File: src/rtl/sp24_pkg.sv
package sp24_pkg;
  localparam int WEIGHT_W = 16;
  localparam int GROUP_N  = 4;
  localparam int KEEP_N   = 2;
  localparam int IDX_W    = $clog2(GROUP_N);
  localparam int DENSE_W  = WEIGHT_W * GROUP_N;
  localparam int REC_W    = KEEP_N * (WEIGHT_W + IDX_W);
endpackage

File: src/rtl/sp24_stage.sv
module sp24_stage #(
  parameter int W = 8
) (
  input  logic         clk,
  input  logic         rst,
  input  logic         in_valid,
  output logic         in_ready,
  input  logic [W-1:0] in_data,
  output logic         out_valid,
  input  logic         out_ready,
  output logic [W-1:0] out_data
);
  logic         vld_q;
  logic [W-1:0] data_q;

  assign in_ready  = !vld_q || out_ready;
  assign out_valid = vld_q;
  assign out_data  = data_q;

  always_ff @(posedge clk) begin
    if (rst) begin
      vld_q  <= 1'b0;
      data_q <= '0;
    end else if (in_valid && in_ready) begin
      vld_q  <= 1'b1;
      data_q <= in_data;
    end else if (out_ready) begin
      vld_q  <= 1'b0;
    end
  end


  reset_clears_chk: assert property (@(posedge clk) rst |=> !out_valid);


  hold_stable_chk: assert property (@(posedge clk) disable iff (rst)
    (out_valid && !out_ready) |=> (out_valid && $stable(out_data)));


  one_cycle_chk: assert property (@(posedge clk) disable iff (rst)
    (in_valid && in_ready) |=> out_valid);
endmodule

File: src/rtl/sp24_prune.sv
module sp24_prune
  import sp24_pkg::*;
#(
  parameter int W    = WEIGHT_W,
  parameter int N    = GROUP_N,
  parameter int K    = KEEP_N,
  localparam int IW  = $clog2(N),
  localparam int DW  = W * N,
  localparam int RW  = K * (W + IW)
) (
  input  logic [DW-1:0] group_i,
  output logic [RW-1:0] rec_o
);
  logic [N-1:0]   keep;
  logic [W-2:0]   mag [N];

  for (genvar g = 0; g < N; g++) begin : g_mag
    assign mag[g] = group_i[g*W +: W-1];
  end

  always_comb begin
    for (int i = 0; i < N; i++) begin
      int beaten;
      beaten = 0;
      for (int j = 0; j < N; j++) begin
        if (j != i) begin
          if ((mag[j] > mag[i]) || ((mag[j] == mag[i]) && (j < i)))
            beaten = beaten + 1;
        end
      end
      keep[i] = (beaten < K);
    end
  end

  always_comb begin
    int slot;
    rec_o = '0;
    slot  = 0;
    for (int i = 0; i < N; i++) begin
      if (keep[i] && (slot < K)) begin
        rec_o[slot*W +: W]           = group_i[i*W +: W];
        rec_o[K*W + slot*IW +: IW]   = IW'(i);
        slot = slot + 1;
      end
    end
  end
endmodule

File: src/rtl/sp24_expand.sv
module sp24_expand
  import sp24_pkg::*;
#(
  parameter int W    = WEIGHT_W,
  parameter int N    = GROUP_N,
  parameter int K    = KEEP_N,
  localparam int IW  = $clog2(N),
  localparam int DW  = W * N,
  localparam int RW  = K * (W + IW)
) (
  input  logic [RW-1:0] rec_i,
  output logic [DW-1:0] group_o
);
  for (genvar p = 0; p < N; p++) begin : g_lane
    always_comb begin
      group_o[p*W +: W] = '0;
      for (int s = 0; s < K; s++) begin
        if (rec_i[K*W + s*IW +: IW] == IW'(p))
          group_o[p*W +: W] = rec_i[s*W +: W];
      end
    end
  end
endmodule

File: src/rtl/sparse24_codec.sv
module sparse24_codec
  import sp24_pkg::*;
#(
  parameter int W    = WEIGHT_W,
  parameter int N    = GROUP_N,
  parameter int K    = KEEP_N,
  localparam int IW  = $clog2(N),
  localparam int DW  = W * N,
  localparam int RW  = K * (W + IW)
) (
  input  logic          clk,
  input  logic          rst,
  input  logic          cmp_in_valid,
  output logic          cmp_in_ready,
  input  logic [DW-1:0] cmp_in_group,
  output logic          cmp_out_valid,
  input  logic          cmp_out_ready,
  output logic [RW-1:0] cmp_out_rec,
  input  logic          exp_in_valid,
  output logic          exp_in_ready,
  input  logic [RW-1:0] exp_in_rec,
  output logic          exp_out_valid,
  input  logic          exp_out_ready,
  output logic [DW-1:0] exp_out_group
);
  logic [RW-1:0] rec_next;
  logic [DW-1:0] dense_next;

  sp24_prune #(.W(W), .N(N), .K(K)) prune_i (
    .group_i (cmp_in_group),
    .rec_o   (rec_next)
  );

  sp24_stage #(.W(RW)) cmp_stage_i (
    .clk       (clk),
    .rst       (rst),
    .in_valid  (cmp_in_valid),
    .in_ready  (cmp_in_ready),
    .in_data   (rec_next),
    .out_valid (cmp_out_valid),
    .out_ready (cmp_out_ready),
    .out_data  (cmp_out_rec)
  );

  sp24_expand #(.W(W), .N(N), .K(K)) expand_i (
    .rec_i   (exp_in_rec),
    .group_o (dense_next)
  );

  sp24_stage #(.W(DW)) exp_stage_i (
    .clk       (clk),
    .rst       (rst),
    .in_valid  (exp_in_valid),
    .in_ready  (exp_in_ready),
    .in_data   (dense_next),
    .out_valid (exp_out_valid),
    .out_ready (exp_out_ready),
    .out_data  (exp_out_group)
  );

  logic [N-1:0] lane_nz;
  for (genvar p = 0; p < N; p++) begin : g_nz
    assign lane_nz[p] = |exp_out_group[p*W +: W];
  end


  idx_order_chk: assert property (@(posedge clk) disable iff (rst)
    cmp_out_valid |-> (cmp_out_rec[K*W +: IW] < cmp_out_rec[K*W+IW +: IW]));


  sparse_out_chk: assert property (@(posedge clk) disable iff (rst)
    exp_out_valid |-> ($countones(lane_nz) <= K));


  cmp_stall_ready_chk: assert property (@(posedge clk) disable iff (rst)
    (cmp_out_valid && !cmp_out_ready) |-> !cmp_in_ready);
endmodule

File: config.mk
export PLATFORM = sky130hd
export DESIGN_NAME = sparse24_codec
export DESIGN_NICKNAME = d
export VERILOG_FILES = /design/src/rtl/sp24_pkg.sv /design/src/rtl/sp24_stage.sv /design/src/rtl/sp24_prune.sv /design/src/rtl/sp24_expand.sv /design/src/rtl/sparse24_codec.sv
export SDC_FILE = /design/constraint.sdc
export NUM_CORES = 1
export LEC_CHECK = 0
export BUFFER_PORTS_ARGS = -buffer_cell sky130_fd_sc_hd__buf_2
export CORE_ASPECT_RATIO = 2
export CORE_MARGIN = 1.5
export CORE_UTILIZATION = 54
export DETAILED_ROUTE_END_ITERATION = 8
export PLACE_DENSITY = 0.82
export SETUP_SLACK_MARGIN = 0.3
export SLEW_MARGIN = 10
export SYNTH_ARGS = -nofsm -noshare
export SYNTH_HDL_FRONTEND = slang
export SYNTH_SLANG_ARGS = --single-unit
File: constraint.sdc
create_clock -name clk -period 8.7 [get_ports clk]
set_input_delay 0.435 -clock clk [delete_from_list [all_inputs] [get_ports clk]]
set_output_delay 0.435 -clock clk [all_outputs]
set_load 0.1 [all_outputs]
==> After elaboration in Yosys (flattened, before gate mapping) <==
Index checks and enable logic that the tools add are counted.
{ "word_totals": {"input_bits": 106, "output_inout_bits": 104, "regBits": 102, "wordCells": 122} }
{ "op_classes": {"n_lt_le_gt_ge": 19, "eq_ne": 12, "shifts": 12, "add_sub_neg": 19, "mux": 37, "reduce_logical": 19} }
{ "ops": {"columns": ["cell", "n"], "rows": [
  ["2-to-1 mux 32 bit", 10],
  ["adder 32 x 2 -> 32 bit, second input constant", 9],
  ["bitwise mux 36 bit", 6],
  ["< comparator 32 x 3 -> 1 bit, second input constant", 6],
  ["greater-than comparator 15 bit", 12],
  ["negator 32 -> 33 bit", 5],
  ["2-to-1 mux 16 bit", 9],
  ["2-to-1 mux 36 bit", 3],
  ["variable shift 16 x 33 -> 36 bit, first input constant", 3],
  ["variable shift 2 x 33 -> 36 bit, first input constant", 3],
  ["variable part select 16 x 33 -> 36 bit", 3],
  ["variable part select 2 x 33 -> 36 bit, first input constant", 3],
  ["== test 15 bit", 6],
  ["adder 7 x 32 -> 32 bit, first input constant", 2],
  ["negator 5 -> 33 bit", 1],
  ["2-to-1 mux 1 bit", 9],
  ["== test 2 bit, second input constant", 4],
  ["logical OR 1 bit", 8],
  ["adder 6 x 2 -> 7 bit, first input constant", 1],
  ["logical AND 1 bit", 5],
  ["== test 2 x 1 -> 1 bit, second input constant", 2],
  ["logical NOT 2 bit", 2],
  ["nonzero test 2 bit", 2],
  ["adder 1 x 1 -> 2 bit, second input constant", 1],
  ["other kinds (2)", 3]
]} }

==> Depth between registers and ports, before layout <==
Gate-level depths: netlist (run 1).
{ "logic_depth": {"depth_word": 19, "mapped_depth": 31, "depth_no_buf": 28} }

==> Modules after synthesis <==
Synthesis (run 1) repeated with hierarchy kept, for this count alone.
{ "unflattened": {"hier_cells": 1181, "hier_area_um2": 9760.6} }
{ "by_module_without_submodules": {"columns": ["module", "cells_each", "seq_area_each_um2", "area_per_inst_um2", "instances"], "rows": [
  ["sp24_prune", 537, 0.0, 3927.5, 1],
  ["sp24_stage at exp_stage_i", 295, 1301.2, 2800.2, 1],
  ["sp24_stage at cmp_stage_i", 168, 740.7, 1690.4, 1],
  ["sp24_expand", 181, 0.0, 1342.5, 1]
]} }

==> Least setup slack after synthesis (run 1) <==
No wires, ideal clock.
{ "synth_path": {"path_kind": "input to register", "start": "input port cmp_in_group[1]", "end": "register cmp_stage_i.data_q[2], in the netlist cmp_stage_i.out_data[2]", "slack_ps": 2240, "cell_stages": 30, "setup_ps": 88, "path_buffers": 4, "arrival_time_ps": 6372, "required_ps": 8612, "path_cell_list": "inv_1 > ha_1 > nor2b_1 > o21a_1 > o21a_1 > o21a_1 > o21a_1 > o21ai_0 > a21oi_1 > o21ai_0 > ha_1 > o21a_1 > a21oi_1 > and2_1 > buf_2 > buf_1 > ha_1 > o21bai_1 > o31a_1 > nor2_1 > buf_2 > fa_1 > inv_1 > ha_1 > ha_1 > nor4b_1 > nor3b_4 > buf_6 > nand2_1 > a311oi_2"} }
{ "synth_via": {"elab_chain_len": 19, "word_cells_on_any_way": 78, "classes_between": "add/sub: 19; order compare: 13; eq/ne: 3; shift: 12; mux: 25; reduce/logical: 6"} }
{ "synth_lines": {"columns": ["element", "line", "text"], "rows": [
  ["from (decl)", "sparse24_codec.sv:15", "input logic [DW-1:0] cmp_in_group,"],
  ["greater-than comparator 15 bit", "sp24_prune.sv:27", "if ((mag[j] > mag[i]) || ((mag[j] == mag[i]) && (j < i)))"],
  ["2-to-1 mux 1 bit", "sp24_prune.sv:27", null],
  ["adder 32 x 2 -> 32 bit", "sp24_prune.sv:28", "beaten = beaten + 1;"],
  ["2-to-1 mux 32 bit", "sp24_prune.sv:27", null],
  ["adder 32 x 2 -> 32 bit", "sp24_prune.sv:28", null],
  ["2-to-1 mux 32 bit", "sp24_prune.sv:27", null],
  ["< comparator 32 x 3 -> 1 bit", "sp24_prune.sv:31", "keep[i] = (beaten < K);"],
  ["2-to-1 mux 1 bit", "sp24_prune.sv:40", "if (keep[i] && (slot < K)) begin"],
  ["[... 3 more ...]", null, null],
  ["< comparator 32 x 3 -> 1 bit (tied with other cells)", "sp24_prune.sv:40", null],
  ["logical AND 1 bit (tied with other cells)", "sp24_prune.sv:40", null],
  ["2-to-1 mux 32 bit (tied with other cells)", "sp24_prune.sv:40", null],
  ["adder 7 x 32 -> 32 bit (tied with other cells)", "sp24_prune.sv:42", "rec_o[K*W + slot*IW +: IW] = IW'(i);"],
  ["negator 32 -> 33 bit (tied with other cells)", "sp24_prune.sv:42", null],
  ["variable part select 2 x 33 -> 36 bit (tied with other cells)", "sp24_prune.sv:42", null],
  ["bitwise mux 36 bit", "sp24_prune.sv:42", null],
  ["2-to-1 mux 36 bit (*)", "sp24_prune.sv:40", null],
  ["to (signal assigned)", "sp24_stage.sv:26", "data_q <= in_data;"],
  ["to (decl)", "sp24_stage.sv:14", "logic [W-1:0] data_q;"]
]} }
Every way passes the cells marked *; elsewhere a longest branch is shown, timed or not.
A chain may end at the register's enable or synchronous reset.

==> Final worst setup path (run 1) <==
{ "layout_path": {"start": "input port cmp_in_group[17]", "end": "register cmp_stage_i.data_q[28], in the netlist cmp_stage_i.out_data[28]"} }
The elaborated chain is that of the path after synthesis.

==> results of run 1 <==
[through the flow]
stage | util [%] | area, sq um
after floorplan | - | 7580
after global placement | 63.1 | 8720
after detailed placement | 63.1 | 8720
after CTS | 65.4 | 9040
after global routing | 65.4 | 9040
final | 65.4 | 9040
[state kept, by name (all words and copies together), names as in the netlist]
signal / count
exp_stage_i.out_data: 64
cmp_stage_i.out_data: 36
cmp_stage_i.out_valid: 1
exp_stage_i.out_valid: 1
[tightest hold or removal path, cell delays in order]
cell     delay, ns
buf_2         0.11
inv_1         0.04
a21oi_1       0.05
[power by group through the flow]
stage	sequential (mW)	clock, mW	combinational [mW]
after global placement	0.545	0	0.908
after detailed placement	0.546	0	0.921
after global routing	0.540	0.457	0.996
after floorplan	0.856	0	0.400
final	0.536	0.430	0.938
after CTS	0.536	0.437	0.923
[worst min path at each step]
stage	slack, ns	end	startpoint	cells after the start
after CTS	0.33	exp_stage_i.out_valid	exp_in_valid	3
after floorplan	0.56	cmp_stage_i.out_valid	cmp_in_valid	2
after global routing	0.36	exp_stage_i.out_valid	exp_in_valid	3
after detailed placement	0.48	cmp_stage_i.out_data[22]	cmp_stage_i.out_data[22]	2
after global placement	0.48	exp_stage_i.out_data[18]	exp_stage_i.out_data[18]	2
final	0.35	exp_stage_i.out_valid	exp_in_valid	3
[Yosys cell counts (all sizes together) (5+ instances only)]
| cell | n | area [sq um] |
|---|---|---|
| dfxtp | 102 | 2040 |
| nor2b | 6 | 37.5 |
| o21ai | 24 | 120 |
| a211o | 17 | 149 |
| nor3b | 5 | 48.8 |
| nor4 | 12 | 75.1 |
| ha | 109 | 1360 |
| buf | 14 | 72.6 |
| nand3 | 20 | 100 |
| a221oi | 83 | 727 |
| a2111oi | 10 | 150 |
| a21o | 17 | 128 |
| a31oi | 12 | 75.1 |
| nand4 | 22 | 144 |
| nor2 | 129 | 484 |
| a211oi | 9 | 72.6 |
| nand2 | 20 | 75.1 |
| clkbuf | 45 | 169 |
| o21a | 9 | 67.6 |
| and2 | 5 | 31.3 |
| a311oi | 10 | 93.8 |
| a21oi | 48 | 240 |
| a22oi | 10 | 75.1 |
| inv | 65 | 244 |
| or2 | 9 | 56.3 |
| o21bai | 5 | 37.5 |
| nor3 | 76 | 385 |
[cell families (layout without fill, tap and decap cells)]
logic type                 after synthesis  count (layout)  synth area share [%]
buffers and inverters                  124             299                  6.40
AOI/OAI and AO/OA                      273             273                  27.6
DFF                                    102             102                  26.9
muxes                                    1               1                 0.132
adders and majority gates              110             110                  18.3
other                                    1               1                0.0495
and+or+nand+nor                        321             321                  20.7
[cell type report]
class | count | area (sq um) | share of cell area (%)
Clock buffer | 11 | 243 | 2.68
Clock inverter | 5 | 82.6 | 0.913
Inverter | 65 | 244 | 2.70
Multi-Input combinational cell | 706 | 5080 | 56.2
Sequential cell | 102 | 2040 | 22.6
Tap cell | 189 | 236 | 2.62
Timing Repair Buffer | 218 | 1120 | 12.3
[metal layers]
layer / routed length (um) / global-route usage (%) / vias up
met2: 13600 / 61.8 / 467
li1: - / - / 3880
met5: 0 / 0 / -
met4: 2410 / 32.8 / 0
met1: 8410 / 32.5 / 3901
met3: 1450 / 4.53 / 150
[cell usage in the layout (no fill, tap or decap), drive strengths merged, types with 5 or more instances in the layout]
cell	Yosys	layout
nor2	129	129
o21ai	24	24
a21o	17	17
a31oi	12	12
a211oi	9	9
or2	9	9
and2	5	5
nand2	20	20
nor4	12	12
dfxtp	102	102
a22oi	10	10
nand4	22	22
a221oi	83	83
o21a	9	9
nor2b	6	6
clkbuf	45	11
nand3	20	20
o21bai	5	5
a211o	17	17
ha	109	109
nor3	76	76
buf	14	218
a21oi	48	48
a2111oi	10	10
a311oi	10	10
nor3b	5	5
inv	65	65
==> flow_summary_export.csv, run 1 <==
group,metric,value,unit
critical_path,timing.rr.end,"cmp_stage_i.out_data[12]",
global_route,grt_pass1_wl,40000,um
pwr,power.switching,0.895,mW
pwr,p_clk_share,22.6,%
timing,relSlewSlack,14.4,%
pwr,internal_power,1.01,mW
critical_path,critPathMaxFanout,21,
timing,fin_crit,7.04,ns
critical_path,r2r_slack,6.53,ns
logic_synthesis,synth_cells,932,
layout,finalNetCount,1318,
clock_tree,cts_hold_buf,0,
timing,fmax,142,MHz
logic_synthesis,syn_avg_cell_area,8.13,sq um
layout,drive_gt1_share,23.9,%
clock_tree,cts_tree,"done",
logic_synthesis,synth-edff-count,0,
critical_path,crit_path_end,"cmp_stage_i.out_data[28]",
clock_tree,clock_latency,0.34,ns
timing,tns,0,ns
critical_path,cp.required,8.93,ns
critical_path,cp_slowest_stage_delay,0.64,ns
clock_tree,h-tree-depth,3,
logic_synthesis,synth_seq_cells,102,
clock_tree,cts_buffers,9,
clock_tree,cts_buffer_depth,2,
floorplanning,row_count,61,
critical_path,crit_type,"in -> reg",
critical_path,cp.depth,26,
critical_path,cp-startpoint,"cmp_in_group[17]",
logic_synthesis,synthFlopType,"dfxtp_1",
drt,antenna_left,0,
clock_tree,cts.clk_slew.worst_paths,0.07,ns
pwr,sw_frac_of_total,47.0,%
floorplanning,die-area,0.0148,sq mm
drt,dr.first_iter.drc_count,472,
pwr,combPwrFrac,49.3,%
place,dp.cells,1280,
floorplanning,die_h,171,um
drt,post-route-drc-count,0,
timing,setup_viol,0,
logic_synthesis,synth_nets,1148,
timing,hold_violations,0,
timing,setup_ws,1.66,ns
pwr,seqPwrFrac,28.1,%
flow_run,cap_viol_max_count,0,
pwr,cellPowerDensity,211,mW/mm^2
drt,drt_first_pass_iters,5,
place,hpwlAfterDp,20500,um
drt,vias,8398,
logic_synthesis,synth_seq_area_share,26.9,%
floorplanning,core,0.0138,sq mm
global_route,grt_start_max_net_pins,103,
critical_path,worst_ep_arrival_time,7.28,ns
logic_synthesis,synth_area,0.00758,sq mm
global_route,overflow,0,
place,place.gp.congestion,1.04,
critical_path,crit_path_top_delay_cell,"fa_1",
critical_path,path_buf_inv,4,
timing,rsz0062_at_grt,"false",
global_route,grt_pass1_vias,8244,
layout,syn_to_final_growth,19.3,%
global_route,grt_usage,34.5,%
layout,diodes,0,
timing,tightestPinTransition,1.28,ns
timing,finalCritPeriodShare,80.9,%
drt,wl_per_cell,19.9,um
pwr,total_power,1.90,mW
clock_tree,clockRootBuffer,"clkbuf_16",
pwr,leakagePower,4.31,nW
clock_tree,cts_sinks,102,
floorplanning,initial_core_util,54.9,%
critical_path,reg2reg_from,"cmp_stage_i.out_valid",
critical_path,r2r_cells,4,
clock_tree,cts_setup_buffers,0,
floorplanning,io_pins,210,
logic_synthesis,yosysWarnings,0,
run_status,outcome,"completed",
logic_synthesis,synth_async_sr_flop_share,0,%
drt,routed_wl,25900,um
critical_path,crit_family,"compound AO/OA/AOI/OAI gates",
timing,holdWs,0.345,ns
critical_path,critPathMostFrequentCell,"ha_1",
timing,fin_skew,0.00791,ns
layout,fillers,1253,
clock_tree,ctsResizeCount,0,
global_route,antenna_found_initial,0,
drt,drt-vias-per-instance,6.48,
place,port-buffer-count,209,
floorplanning,die_x,86.8,um
critical_path,critPathLaunchType,"input pin",
min_path,min_path_type,"in -> reg",
pwr,ir_drop,0.123,mV
critical_path,endpoint_kind,"register",
place,pre_cts_slack,1.54,ns
layout,layoutNonFillerInstCount,1296,
timing,drv_slew,0,
logic_synthesis,yosys.cell_types.count,56,
Note: power is estimated with default switching activity, not from simulation.
==> inputs of run 2 (changes only) <==
--- a/config.mk
+++ b/config.mk
@@ -8,9 +8,9 @@
 export BUFFER_PORTS_ARGS = -buffer_cell sky130_fd_sc_hd__buf_2
 export CORE_ASPECT_RATIO = 2
 export CORE_MARGIN = 1.5
-export CORE_UTILIZATION = 54
+export CORE_UTILIZATION = 49
 export DETAILED_ROUTE_END_ITERATION = 8
-export PLACE_DENSITY = 0.82
+export PLACE_DENSITY = 0.79
 export SETUP_SLACK_MARGIN = 0.3
 export SLEW_MARGIN = 10
 export SYNTH_ARGS = -nofsm -noshare
==> constraint.sdc (replaced) <==
create_clock -name clk -period 5.8 [get_ports clk]
set_input_delay 0.29 -clock clk [delete_from_list [all_inputs] [get_ports clk]]
set_output_delay 0.29 -clock clk [all_outputs]
set_load 0.1 [all_outputs]
==> run 2 against run 1 <==
  * Via count up 1.1%
  * Cell count increased by 2.8%
  * Count of clock-buffer cells in the layout decreased by 1
  * Total power rose by 55%
  * Clock skew grew 0.0039 ns
  * Flip-flop and latch count is the same
  * Largest power group unchanged
  * Highest routed layer unchanged
==> flow_summary_export.csv, run 2 (synthesized netlist as in run 1, its figures left out) <==
group,metric,value,unit
critical_path,crit_path_top_delay_cell,"fa_2",
critical_path,critPathMostFrequentCell,"a21o_1",
drt,antenna_left,0,
flow_run,cap_viol_max_count,0,
critical_path,endpoint_kind,"register",
layout,finalNetCount,1345,
min_path,min_path_type,"in -> reg",
timing,finalCritPeriodShare,92.2,%
min_path,min_from,"cmp_in_valid",
run_status,outcome,"completed",
layout,layoutNonFillerInstCount,1332,
critical_path,crit_path_end,"cmp_stage_i.out_data[16]",
critical_path,critPathLaunchType,"input pin",
global_route,grt_pass1_vias,8312,
floorplanning,die-area,0.0163,sq mm
timing,hold_violations,0,
timing,tightestPinTransition,1.20,ns
clock_tree,cts_tree,"done",
place,port-buffer-count,209,
global_route,antenna_found_initial,0,
timing,rsz0062_at_grt,"true",
floorplanning,die_h,179,um
critical_path,cp.required,6.05,ns
drt,dr.first_iter.drc_count,446,
place,hpwlAfterDp,21600,um
critical_path,cp_slowest_stage_delay,0.56,ns
global_route,grt_pass1_wl,41800,um
clock_tree,cts.clk_slew.worst_paths,0.08,ns
clock_tree,cts_sinks,102,
global_route,overflow,0,
global_route,grt_usage,32.6,%
layout,fin_area,0.00931,sq mm
layout,diodes,0,
layout,final_cell_mix,"208 x buf_2, 128 x nor2_1, 106 x ha_1",
drt,drt_first_pass_iters,5,
clock_tree,cts_hold_buf,0,
pwr,leakagePower,4.45,nW
layout,drive_gt1_share,26.9,%
place,place.gp.congestion,0.931,
timing,relSlewSlack,19.7,%
floorplanning,initial_core_util,49.8,%
timing,drv_slew,0,
timing,tns,0,ns
floorplanning,row_count,64,
clock_tree,cts_buffers,9,
timing,fin_skew,0.0118,ns
floorplanning,core,0.0152,sq mm
clock_tree,clock_latency,0.35,ns
pwr,internal_power,1.54,mW
drt,wl_per_cell,20.4,um
pwr,p_clk_share,20.7,%
critical_path,critPathMaxFanout,6,
timing,fmax,187,MHz
drt,drt-vias-per-instance,6.38,
pwr,combPwrFrac,52.0,%
pwr,seqPwrFrac,27.3,%
critical_path,crit_type,"in -> reg",
pwr,sw_frac_of_total,47.7,%
critical_path,reg2reg_from,"cmp_stage_i.out_valid",
pwr,power.switching,1.41,mW
layout,layout_commonest_cell,"buf_2",
pwr,total_power,2.95,mW
layout,syn_to_final_growth,22.8,%
critical_path,r2r_slack,3.75,ns
drt,vias,8492,
critical_path,cp-startpoint,"cmp_in_group[25]",
clock_tree,clockRootBuffer,"clkbuf_16",
pwr,ir_drop,0.171,mV
clock_tree,cts_buffer_depth,2,
critical_path,worst_ep_arrival_time,5.60,ns
timing,setup_viol,0,
critical_path,r2r_cells,6,
critical_path,timing.rr.end,"cmp_stage_i.out_data[3]",
place,dp.cells,1314,
place,place_area,0.00898,sq mm
drt,routed_wl,27100,um
floorplanning,io_pins,210,
global_route,grt_start_max_net_pins,103,
floorplanning,die_x,91.0,um
clock_tree,h-tree-depth,3,
drt,post-route-drc-count,0,
layout,fillers,1415,
timing,holdWs,0.199,ns
layout,largest_reg_flops,64,
timing,fin_crit,5.35,ns
pwr,cellPowerDensity,317,mW/mm^2
[run 2: worst min-delay path by stage]
stage,to,slack [ns],cells past startpoint
after global routing,exp_stage_i.out_valid,0.21,3
after CTS,exp_stage_i.out_valid,0.19,3
after global placement,cmp_stage_i.out_data[17],0.48,2
final,cmp_stage_i.out_valid,0.20,3
after detailed placement,exp_stage_i.out_data[5],0.48,2
after floorplan,cmp_stage_i.out_valid,0.42,2
[run 2: layout make-up]
type | count | area, sq um | area share [%]
Inverter | 65 | 244 | 2.62
Clock buffer | 10 | 229 | 2.46
Sequential cell | 102 | 2040 | 21.9
Timing Repair Buffer | 245 | 1320 | 14.2
Multi-Input combinational cell | 706 | 5150 | 55.4
Clock inverter | 6 | 71.3 | 0.766
Tap cell | 198 | 248 | 2.66
[run 2: what timing repair did]
item / in CTS / in global routing
setup buffers: 0 / 2
gates resized for setup: 0 / 8
endpoints found under the setup margin: 0 / 23
[run 2: per-stage QoR]
step	worst slack, ns	utilization, %
global placement	0.0871	59.0
detailed placement	-0.0335	59.0
finish	0.452	61.2
floorplan	0.312	-
CTS	0.319	61.0
global route	0.247	61.2
[run 2: power groups by stage]
stage	logic [mW]	clock network, mW	registers, mW
2_1_floorplan	0.648	0	1.28
3_3_place_gp	1.48	0	0.820
3_5_place_dp	1.50	0	0.821
4_1_cts	1.51	0.616	0.805
5_1_grt	1.63	0.643	0.811
6_report	1.53	0.612	0.805
[run 2: worst max-delay path, delay by kind of cell]
kind            cells  cell delay, ns
compound gates     14            2.30
simple gates        4            0.62
fa+ha+maj           6            1.71
buf+inv             6            0.66
[run 2: per-layer routing]
metal | track usage (%) | up-vias | share of wire, %
met1 | 31.3 | 3958 | 33
met3 | 2.88 | 157 | 4.9
met5 | 0 | - | 0
met4 | 28.7 | 0 | 9.2
met2 | 60.9 | 437 | 53
li1 | - | 3940 | -
==> inputs of run 3 (changes only) <==
--- a/config.mk
+++ b/config.mk
@@ -9,8 +9,10 @@
 export CORE_ASPECT_RATIO = 2
 export CORE_MARGIN = 1.5
 export CORE_UTILIZATION = 49
+export CTS_CLUSTER_DIAMETER = 120
 export DETAILED_ROUTE_END_ITERATION = 8
 export PLACE_DENSITY = 0.79
+export RECOVER_POWER = 50
 export SETUP_SLACK_MARGIN = 0.3
 export SLEW_MARGIN = 10
 export SYNTH_ARGS = -nofsm -noshare
==> run 3 against run 2 <==
  * The flow now finishes with violations (capacitance limit, slew limit)
  * Design area is 1.4% lower
  * Worst hold slack better by 0.0030 ns
  * Clock power hardly changed
  * Clock skew is 0.00097 ns lower
  * Wire length is 0.52% higher
  * Flip-flop and latch count stayed put
  * First-iteration DRC count is 1.3% lower
  * Largest cell class unchanged
==> flow_summary_export.csv, run 3 (synthesized netlist as in run 1, its figures left out) <==
group,metric,value,unit
run_status,outcome,"complete, but fails checks",
global_route,antenna_found_initial,0,
layout,drive_gt1_share,17.9,%
pwr,leakagePower,4.06,nW
drt,dr.first_iter.drc_count,440,
pwr,ir_drop,0.171,mV
layout,layout_commonest_cell,"nor2_1",
critical_path,crit_type,"in -> reg",
layout,largest_reg_flops,64,
timing,fin_crit,5.41,ns
timing,holdWs,0.202,ns
timing,finalCritPeriodShare,93.2,%
floorplanning,io_pins,210,
drt,vias,8521,
pwr,cellPowerDensity,320,mW/mm^2
layout,fin_area,0.00918,sq mm
run_status,failed_checks,"capacitance limit, slew limit",
clock_tree,h-tree-depth,3,
layout,diodes,0,
floorplanning,initial_core_util,49.8,%
clock_tree,cts_tree,"done",
critical_path,cp_slowest_stage_delay,0.56,ns
pwr,total_power,2.94,mW
critical_path,critPathMaxFanout,6,
timing,setup_viol,0,
place,place_area,0.00898,sq mm
timing,hold_violations,0,
layout,syn_to_final_growth,21.1,%
clock_tree,cts_sinks,102,
place,place.gp.congestion,0.931,
critical_path,critPathMostFrequentCell,"a21o_1",
timing,relSlewSlack,-218,%
timing,fin_skew,0.0109,ns
floorplanning,row_count,64,
layout,final_cell_mix,"128 x nor2_1, 107 x buf_2, 106 x ha_1",
floorplanning,die_x,91.0,um
critical_path,crit_path_top_delay_cell,"fa_2",
global_route,grt_pass1_vias,8312,
critical_path,worst_ep_arrival_time,5.43,ns
global_route,overflow,0,
layout,layoutNonFillerInstCount,1332,
layout,fillers,1462,
place,hpwlAfterDp,21600,um
timing,rsz0062_at_grt,"true",
global_route,grt_usage,32.6,%
clock_tree,cts.clk_slew.worst_paths,0.07,ns
drt,drt_first_pass_iters,5,
place,port-buffer-count,209,
timing,fmax,185,MHz
place,dp.cells,1314,
layout,fin_util,60.3,%
layout,finalNetCount,1345,
clock_tree,cts_buffer_depth,2,
drt,antenna_left,0,
timing,tightestPinTransition,4.77,ns
clock_tree,cts_hold_buf,0,
global_route,grt_start_max_net_pins,103,
drt,drt-vias-per-instance,6.40,
clock_tree,clockRootBuffer,"clkbuf_16",
drt,post-route-drc-count,0,
critical_path,cp.required,5.83,ns
drt,wl_per_cell,20.5,um
clock_tree,cts_buffers,9,
floorplanning,die-area,0.0163,sq mm
floorplanning,die_h,179,um
flow_run,cap_viol_max_count,1,
global_route,grt_pass1_wl,41800,um
clock_tree,clock_latency,0.35,ns
floorplanning,core,0.0152,sq mm
timing,drv_slew,103,
drt,routed_wl,27300,um
critical_path,endpoint_kind,"register",
min_path,min_path_type,"in -> reg",
critical_path,critPathLaunchType,"input pin",
==> run 3: changes by cell type in the layout (fill, tap and decap cells not counted) <==
cell	change
buf_2	-101
buf_4	-1
clkbuf_1	+102
==> run 3: repair_timing <==
action	4_1_cts	5_1_grt
setup buffers	0	2
gates resized for setup	0	8
endpoints found under the setup margin	0	23
==> run 3: per-stage QoR <==
| step | TNS (ns) | setup WS, ns |
|---|---|---|
| after floorplan | 0 | 0.312 |
| after global placement | 0 | 0.0871 |
| after detailed placement | -0.0569 | -0.0335 |
| after CTS | 0 | 0.319 |
| after global routing | 0 | 0.202 |
| final | 0 | 0.395 |
==> run 3: area by class of cell <==
cell class              instances  area (sq um)  area share, %
repair buffers                245          1190           13.0
inverters                      65           244           2.66
flip-flops and latches        102          2040           22.2
multi-input cells             706          5150           56.1
clock buffers                  10           229           2.49
clock inverters                 6          71.3          0.777
well taps                     198           248           2.70
==> run 3: per-layer routing <==
metal	GRT usage (%)	up-vias	share of wire, %
li1	-	3941	-
met1	31.3	3990	33
met2	60.9	437	53
met3	2.88	153	5.4
met4	28.7	0	9.1
met5	0	-	0
==> run 3: worst paths after layout <==
check	from	endpoint	slack [ns]	depth (start not counted)
setup reg to reg	exp_stage_i.out_valid	exp_stage_i.out_data[27]	3.69	4
setup / recovery	cmp_in_group[25]	cmp_stage_i.out_data[17]	0.39	29
hold reg to reg	exp_stage_i.out_data[5]	exp_stage_i.out_data[5]	0.49	2
hold / removal	exp_in_valid	exp_stage_i.out_valid	0.20	3
==> run 3: power by group <==
part | switching [mW] | internal (mW) | total, mW
Clock | 0.273 | 0.338 | 0.611
Combinational | 1.10 | 0.423 | 1.52
Sequential | 0.0411 | 0.767 | 0.808
==> run 3: critical path: cells and delay by family <==
kind                     cells  cell delay, ns
AO/OA/AOI/OAI               14            2.42
adder cells (fa/ha/maj)      5            1.58
buffers and inverters        6            0.68
AND/OR/NAND/NOR              4            0.42
